<file path="src/rtl/isqrt_pkg.sv">
package isqrt_pkg;

  function automatic int unsigned root_width(input int unsigned opw);
    return opw / 2;
  endfunction

  function automatic bit width_legal(input int unsigned opw);
    return (opw % 2 == 0) && (opw >= 4) && (opw <= 64);
  endfunction

endpackage

</file>
<file path="src/rtl/isqrt_sched.sv">
module isqrt_sched #(
  parameter int unsigned RW = 16
) (
  input  logic          clk,
  input  logic          rst_n,
  input  logic          start,
  output logic [RW-1:0] bit_sel,
  output logic          busy
);

  localparam logic [RW-1:0] TOP_BIT = {1'b1, {(RW-1){1'b0}}};

  logic [RW-1:0] sel_q;
  logic [RW-1:0] sel_d;
  logic          sel_en;

  always_comb begin
    sel_en = start | (|sel_q);
    sel_d  = sel_q;
    if (start) begin
      sel_d = TOP_BIT;
    end else if (|sel_q) begin
      sel_d = sel_q >> 1;
    end
  end

  always_ff @(posedge clk or negedge rst_n) begin
    if (!rst_n) begin
      sel_q <= '0;
    end else if (sel_en) begin
      sel_q <= sel_d;
    end
  end

  assign bit_sel = sel_q;
  assign busy    = |sel_q;

  assert_sel_onehot_R3: assert property (@(posedge clk) disable iff (!rst_n)
    $onehot0(sel_q));

  assert_start_msb_R3: assert property (@(posedge clk) disable iff (!rst_n)
    start |=> (sel_q[RW-1] && $countones(sel_q) == 1));

  assert_walk_down_R3: assert property (@(posedge clk) disable iff (!rst_n)
    (!start && sel_q != '0) |=> (sel_q == ($past(sel_q) >> 1)));

endmodule

</file>
<file path="src/rtl/isqrt_step.sv">
module isqrt_step #(
  parameter int unsigned OPW = 32,
  parameter int unsigned RW  = OPW / 2
) (
  input  logic [OPW-1:0] opnd,
  input  logic [RW-1:0]  part,
  input  logic [RW-1:0]  bit_sel,
  output logic [RW-1:0]  part_next
);

  logic [RW-1:0]  trial;
  logic [OPW-1:0] trial_wide;
  logic [OPW-1:0] trial_sq;
  logic           keep;

  always_comb begin
    trial      = part | bit_sel;
    trial_wide = {{(OPW-RW){1'b0}}, trial};
    trial_sq   = trial_wide * trial_wide;
    keep       = (trial_sq <= opnd);
    part_next  = keep ? trial : part;
  end

endmodule

</file>
<file path="src/rtl/isqrt_core.sv">
module isqrt_core #(
  parameter int unsigned OPW = 32,
  parameter int unsigned RW  = OPW / 2
) (
  input  logic           clk,
  input  logic           rst_n,
  input  logic           start,
  input  logic           busy,
  input  logic [RW-1:0]  bit_sel,
  input  logic [OPW-1:0] operand,
  output logic [RW-1:0]  part
);

  localparam int unsigned CW = OPW + 2;

  logic [OPW-1:0] op_q;
  logic [OPW-1:0] op_d;
  logic [RW-1:0]  part_q;
  logic [RW-1:0]  part_d;
  logic [RW-1:0]  step_out;
  logic           part_en;

  isqrt_step #(.OPW(OPW), .RW(RW)) u_step (
    .opnd      (op_q),
    .part      (part_q),
    .bit_sel   (bit_sel),
    .part_next (step_out)
  );

  always_comb begin
    op_d    = start ? operand : op_q;
    part_en = start | busy;
    part_d  = start ? '0 : step_out;
  end

  always_ff @(posedge clk or negedge rst_n) begin
    if (!rst_n) begin
      op_q <= '0;
    end else if (start) begin
      op_q <= op_d;
    end
  end

  always_ff @(posedge clk or negedge rst_n) begin
    if (!rst_n) begin
      part_q <= '0;
    end else if (part_en) begin
      part_q <= part_d;
    end
  end

  assign part = part_q;

  logic [CW-1:0] chk_p;
  logic [CW-1:0] chk_op;
  logic [CW-1:0] chk_sq;
  logic [CW-1:0] chk_nsq;

  always_comb begin
    chk_p   = {{(CW-RW){1'b0}}, part_q};
    chk_op  = {2'b00, op_q};
    chk_sq  = chk_p * chk_p;
    chk_nsq = (chk_p + 1'b1) * (chk_p + 1'b1);
  end

  assert_capture_R2: assert property (@(posedge clk) disable iff (!rst_n)
    start |=> (op_q == $past(operand) && part_q == '0));

  assert_bound_R4: assert property (@(posedge clk) disable iff (!rst_n)
    chk_sq <= chk_op);

  assert_final_floor_R1: assert property (@(posedge clk) disable iff (!rst_n)
    $fell(busy) |-> (chk_nsq > chk_op));

endmodule

</file>
<file path="src/rtl/isqrt_outreg.sv">
module isqrt_outreg #(
  parameter int unsigned RW = 16
) (
  input  logic          clk,
  input  logic          rst_n,
  input  logic          stop,
  input  logic [RW-1:0] part,
  output logic [RW-1:0] root
);

  logic [RW-1:0] root_q;
  logic [RW-1:0] root_d;

  always_comb begin
    root_d = stop ? part : root_q;
  end

  always_ff @(posedge clk or negedge rst_n) begin
    if (!rst_n) begin
      root_q <= '0;
    end else if (stop) begin
      root_q <= root_d;
    end
  end

  assign root = root_q;

  assert_hold_R5: assert property (@(posedge clk) disable iff (!rst_n)
    !stop |=> $stable(root_q));

  assert_load_R7: assert property (@(posedge clk) disable iff (!rst_n)
    stop |=> (root_q == $past(part)));

endmodule

</file>
<file path="src/rtl/isqrt_seq.sv">
module isqrt_seq #(
  parameter int unsigned OPW = 32,
  parameter int unsigned RW  = isqrt_pkg::root_width(OPW)
) (
  input  logic           clk,
  input  logic           rst_n,
  input  logic           start,
  input  logic           stop,
  input  logic [OPW-1:0] operand,
  output logic [RW-1:0]  root
);

  generate
    if (!isqrt_pkg::width_legal(OPW)) begin : g_bad_width
      $error("isqrt_seq: OPW must be even and within 4..64");
    end
  endgenerate

  logic [RW-1:0] bit_sel;
  logic          busy;
  logic [RW-1:0] part;

  isqrt_sched #(.RW(RW)) u_sched (
    .clk     (clk),
    .rst_n   (rst_n),
    .start   (start),
    .bit_sel (bit_sel),
    .busy    (busy)
  );

  isqrt_core #(.OPW(OPW), .RW(RW)) u_core (
    .clk     (clk),
    .rst_n   (rst_n),
    .start   (start),
    .busy    (busy),
    .bit_sel (bit_sel),
    .operand (operand),
    .part    (part)
  );

  isqrt_outreg #(.RW(RW)) u_out (
    .clk   (clk),
    .rst_n (rst_n),
    .stop  (stop),
    .part  (part),
    .root  (root)
  );

endmodule

</file>
<file path="config.mk">
export PLATFORM = sky130hd
export DESIGN_NAME = isqrt_seq
export DESIGN_NICKNAME = d
export VERILOG_FILES = /design/src/rtl/isqrt_pkg.sv /design/src/rtl/isqrt_sched.sv /design/src/rtl/isqrt_step.sv /design/src/rtl/isqrt_core.sv /design/src/rtl/isqrt_outreg.sv /design/src/rtl/isqrt_seq.sv
export SDC_FILE = /design/constraint.sdc
export NUM_CORES = 1
export LEC_CHECK = 0
export ABC_CLOCK_PERIOD_IN_PS = 11000
export BUFFER_PORTS_ARGS = -buffer_cell sky130_fd_sc_hd__buf_4
export CORE_MARGIN = 2
export CORE_UTILIZATION = 45
export CTS_BUF_LIST = sky130_fd_sc_hd__clkbuf_2
export DETAILED_ROUTE_END_ITERATION = 12
export GPL_ROUTABILITY_DRIVEN = 0
export SYNTH_ARGS = -nofsm -noshare
export SYNTH_HDL_FRONTEND = slang
export SYNTH_SLANG_ARGS = --single-unit
</file>
<file path="constraint.sdc">
create_clock -name clk -period 11 [get_ports clk]
set_input_delay 1.1 -clock clk [delete_from_list [all_inputs] [get_ports clk]]
set_output_delay 1.1 -clock clk [all_outputs]
set_load 0.02 [all_outputs]
</file>
# After elaboration in Yosys (flattened, before gate mapping)

Cells that the tools add are included.

Register bits after elaboration: 80
Bits in latches: 0
RAM bits: 0
Memory bits (read-only): 0
Bits of input ports: 36
Output and inout port bits: 16
Logic and storage cells: 17
Memories: 0

Add/sub/neg operators: 0
Multipliers: 1
Divide/modulo/power cells: 0
$lt $le $gt $ge: 1
Equality and inequality tests: 0
Shift-type cells: 0
Muxes and demuxes: 4
Bitwise logic cells: 2
Reduce and logical (&&, ||, !) cells: 5

Operators by type and width:

| operator           | number |
|---|---|
| $mux W16           | 4 |
| $le A32 B32 Y1     | 1 |
| $mul A16 B16 Y32   | 1 |
| $or A16 B16 Y16    | 1 |
| $reduce_or A16 Y1  | 1 |
| $reduce_and A2 Y1  | 2 |
| $reduce_bool A2 Y1 | 2 |
| $or A1 B1 Y1       | 1 |

# Depth between registers and ports, before layout

Word-level depth: 5
Depth in mapped cells: 33
Depth with buffers taken out: 31

# Cells and area by module

Synthesis repeated with hierarchy kept, for this count alone.

Cell total of the unflattened synthesis: 1216
Area, all modules: 11442.2 µm²

By module, submodules not included:

| module       | instances | cells an instance | area each (µm²) |
|---|---|---|---|
| isqrt_step   | 1         | 1025              | 8370.5 |
| isqrt_core   | 1         | 119               | 1856.8 |
| isqrt_outreg | 1         | 34                | 649.4 |
| isqrt_sched  | 1         | 38                | 565.5 |

# Least setup slack after synthesis

OpenSTA, ideal clock, no wires.

Kind: flip-flop to flip-flop
Start point: reg u_core.part_q[3], in the netlist u_core.part[3]
End point: reg u_core.part_q[10], in the netlist u_core.part[10]
Library setup time: 122 ps
Arrival: 7864 ps
Path slack: 3014 ps
Cell stages (with the launch flop): 33
Buffers on the path: 2
Period minus slack after synthesis: 7986 ps
Cells stage by stage: dfrtp_1 -> nor2_1 -> clkinv_1 -> nand2_1 -> inv_1 -> fa_1 -> inv_1 -> fa_1 -> inv_1 -> fa_1 -> inv_1 -> fa_1 -> inv_1 -> fa_1 -> inv_1 -> fa_1 -> inv_1 -> ha_1 -> nand2_1 -> or4_1 -> o211a_1 -> o21ai_2 -> a211oi_1 -> xnor2_1 -> ha_1 -> nand4_2 -> nor4_2 -> and4_1 -> nand2_1 -> or3_1 -> buf_6 -> buf_8 -> a32o_1

Word-level cells in the longest chain between the ends: 5

RTL lines:

| element                             | RTL line         | RTL |
|---|---|---|
| start: declaration                  | isqrt_core.sv:18 | `logic [RW-1:0] part_q;` |
| start signal: assignment            | isqrt_core.sv:48 | `part_q <= part_d;` |
| $or A16 B16 Y16                     | isqrt_step.sv:17 | `trial = part \| bit_sel;` |
| $mul A16 B16 Y32                    | isqrt_step.sv:19 | `trial_sq = trial_wide * trial_wide;` |
| $le A32 B32 Y1                      | isqrt_step.sv:20 | `keep = (trial_sq <= opnd);` |
| $reduce_bool A2 Y1 (no source line) | --               |  |
| $reduce_and A2 Y1 (no source line)  | --               |  |

Every way passes these cells.
A chain may end at the register's enable or synchronous reset.

# Worst setup path in the final report

Start point: reg u_core.part_q[8], in the netlist u_core.part[8]
End point: reg u_core.part_q[3], in the netlist u_core.part[3]

Same word-level chain as after synthesis.

==> summary.txt <==
Setup path
  • Worst Setup SP: u_core.part[8]
  • Cell mode on critical path: inv_1
  • Critical path fanouts, max: 16
  • FF-to-FF path depth: 31
  • Critical R2R Capture: u_core.part[3]
  • Critical Path Max Stage Delay: around 600 ps
  • CP arrival: 9290 ps
  • Worst EP required: 11450 ps
  • Crit-path slowest cell: or3_1
  • RR Startpoint: u_core.part[8]
  • Worst setup path class: flip-flop to flip-flop
  • End of the critical path: u_core.part[3]
  • Kind of end point of the critical path: flip-flop
  • CP startpoint kind: flip-flop
  • Reg2reg setup slack: 2160 ps

Layout
  • FILL cells: between 2000 and 2500
  • Diodes inserted: 0
  • Finished Layout Cells: 1533
  • Layout area overhead: 7.66%
  • Share of cells above drive strength 1: 9.06%
  • Layout Nets: 1535

Clock network
  • Clock Latency Late Sink: 540 ps
  • H-Tree Depth: 3
  • Root buffer selected by CTS: clkbuf_2
  • Number of CTS-inserted buffers: 9
  • CTS tree: done
  • Post-CTS Hold Fix Bufs: 0
  • Postcts setup bufs: 0
  • Post-CTS Resized: 0
  • Longest Clk Path Bufs: 2
  • Clock Pin Slew Worst Setup and Hold Paths: 270 ps
  • CTS sink count: 80

Global routing
  • Total gr overflow: 0
  • Initial antenna violation count: 0
  • Largest net degree at the start of global routing: 83
  • GRT Total Usage: 21.7%
  • Vias in the first global route: 8203
  • Global-route wire length before repair: 43400 um

STA
  • Fmax: 113 MHz
  • Count of pins over their slew limit: 0
  • Period utilization: 80.4%
  • Skew final: 24.4 ps
  • Slew Limit Headroom: approximately 32%
  • Slew @ Worst Pin: between 1000 and 1500 ps
  • Final hold viol count: 0
  • Final setup violation count: 0
  • Setup TNS: 0 ps
  • RSZ-0062 raised after global routing: false
  • Final Critical Period: 8840 ps

Drt
  • Drt first pass iters: 5
  • Starting DRT DRC Count: 416
  • Antenna Nets Post-Route: 0
  • Routed WL: 26600 um
  • Mean number of vias per cell: approximately 5.2
  • DRC violations left: 0
  • Wire per inst: between 15 and 20 um
  • Vias: 7987

Floorplanning
  • I/O pin total: 52
  • Die Y: 159 um
  • Die area: between 0.02 and 0.03 mm^2
  • Initial Utilization: 46.0%
  • Chip width: 159 um
  • Std-Cell Rows: between 50 and 60
  • Core ar.: 0.0235 mm^2

Yosys
  • Cell count after synthesis: 1172
  • Asr flop ratio synth: 100%
  • Syn_nets: 1498
  • Mean Syn Cell Area: 9.24 um^2
  • Syn. warnings: 0
  • Sequential share of the synthesized area: 18.5%
  • Post-synth EDFFs: 0
  • Synth unique cells: between 50 and 60
  • Yosys reg bits: 80
  • Mapped cell area: 0.0108 mm^2
  • Synth Flop Type: dfrtp_1

Power and ir drop
  • Leakage power total: 6.45 nW
  • Pwr per Cell Area: 54.1 mW/mm^2
  • Worst IR Drop VDD: 0.103 mV

Status
  • Status: finished clean

Placed design
  • I/O Buffers: around 50
  • Post-DP HPWL: about 22000 um
  • Placed cell count: 1517

Job
  • Max_cap viols: 0

Min path
  • Hold Crit Class: flip-flop to flip-flop
-- per-layer routing --
metal  vias to the layer above  part of all wire (%)  GRT usage [%]
met2                       177                    49           37.2
li1                       3742                     -              -
met1                      4045                    45           30.3
met4                         0                   1.3           3.64
met5                         -                     0              0
met3                        23                   3.8           2.47
-- through the flow --
stage	power, mW	setup slack, ps	utilization, %	hold slack (ps)	cell area (um^2)
5_1_grt	0.667	1800	49.5	572	11700
6_report	0.631	2160	49.5	539	11700
3_5_place_dp	0.456	2330	49.0	496	11500
4_1_cts	0.638	2250	49.5	545	11700
2_1_floorplan	0.405	3010	-	471	10800
3_3_place_gp	0.454	2420	49.0	486	11500
-- flip-flops by register name, summed over array words and instances (netlist names) --
signal / count
u_core.op_q: 32
u_core.part: 16
u_out.root: 16
u_sched.bit_sel: 16
-- how the worst min path moves through the flow --
stage / startpoint / endpoint / slack (ps) / cells after the start
2_1_floorplan: u_core.part[0] / u_core.part[0] / 470 / 1
3_3_place_gp: u_core.part[9] / u_core.part[9] / 490 / 1
3_5_place_dp: u_core.part[4] / u_core.part[4] / 500 / 1
4_1_cts: u_sched.bit_sel[7] / u_sched.bit_sel[6] / 550 / 1
5_1_grt: u_sched.bit_sel[4] / u_sched.bit_sel[3] / 570 / 1
6_report: u_core.part[4] / u_core.part[4] / 540 / 1
-- cell families (layout without fill, tap and decap cells) --
group,count (synthesis),in the layout,synth area share (%)
AOI/OAI and AO/OA,159,159,9.76
muxes,18,18,1.87
and+or+nand+nor,280,280,11.3
buffers and inverters,307,349,10.9
DFF,80,80,18.5
adders and majority gates,291,291,44.7
xor gates and xnor gates,37,37,2.99
-- where the power goes --
group	total, mW	internal, mW	switching, mW
clock network	0.180	0.0581	0.122
logic	0.136	0.0513	0.0849
registers	0.315	0.309	0.00561
-- worst max-delay path, delay by kind of cell, from the launching register on --
| family | cells | cell delay, ps |
|---|---|---|
| compound gates | 4 | 970 |
| xor+xnor | 1 | 140 |
| buf+inv | 9 | 950 |
| simple gates | 9 | 2480 |
| flops | 1 | 470 |
| fa+ha+maj | 8 | 3720 |
-- cell usage after synthesis, types with 7 or more instances --
cell type  count  share of area, %
nand4_1        9              0.52
nand3_1        7              0.32
fa_1         161                30
clkinv_1       8              0.28
o21ai_0       41               1.9
clkbuf_1      30               1.0
xnor2_1       25               2.0
mux2_2        18               1.9
nor2_1        88               3.0
or2_2          8              0.46
a21o_1        17               1.2
dfrtp_1       80                18
xor2_1        12              0.97
a32o_1        16               1.5
ha_1         129                15
nor2b_1       18               1.0
a31oi_1        7              0.40
o21ai_1        8              0.37
a21oi_1       35               1.6
nand2_1      128               4.4
inv_1        264               9.1
-- cells in the final DEF (no fill, tap or decap), types with 3 or more instances in the layout --
master,instances
fa_1,161
o211ai_1,3
nand2_1,128
a221oi_1,3
ha_1,129
a32o_1,16
a21o_1,17
buf_4,61
o21ai_1,8
nand4_1,9
or2_2,8
nor3_1,5
xor2_1,12
o21bai_1,6
a31oi_1,7
o21ai_0,41
a211oi_1,4
inv_1,264
clkbuf_2,9
a21oi_1,35
nor2_1,88
clkinv_1,8
mux2_2,18
nor2b_1,18
dfrtp_1,80
and4_1,3
xnor2_1,25
nand3_1,7
-- area by class of cell --
| class | instances | area [um^2] | share of cell area, % |
|---|---|---|---|
| multi-input cells | 785 | 7650 | 65.6 |
| flip-flops and latches | 80 | 2000 | 17.2 |
| inverters | 272 | 1020 | 8.75 |
| repair buffers | 61 | 458 | 3.93 |
| well taps | 319 | 399 | 3.42 |
| clock buffers | 9 | 45.0 | 0.386 |
| clock inverters | 7 | 86.3 | 0.740 |
Power figures use the tool's default switching activity.
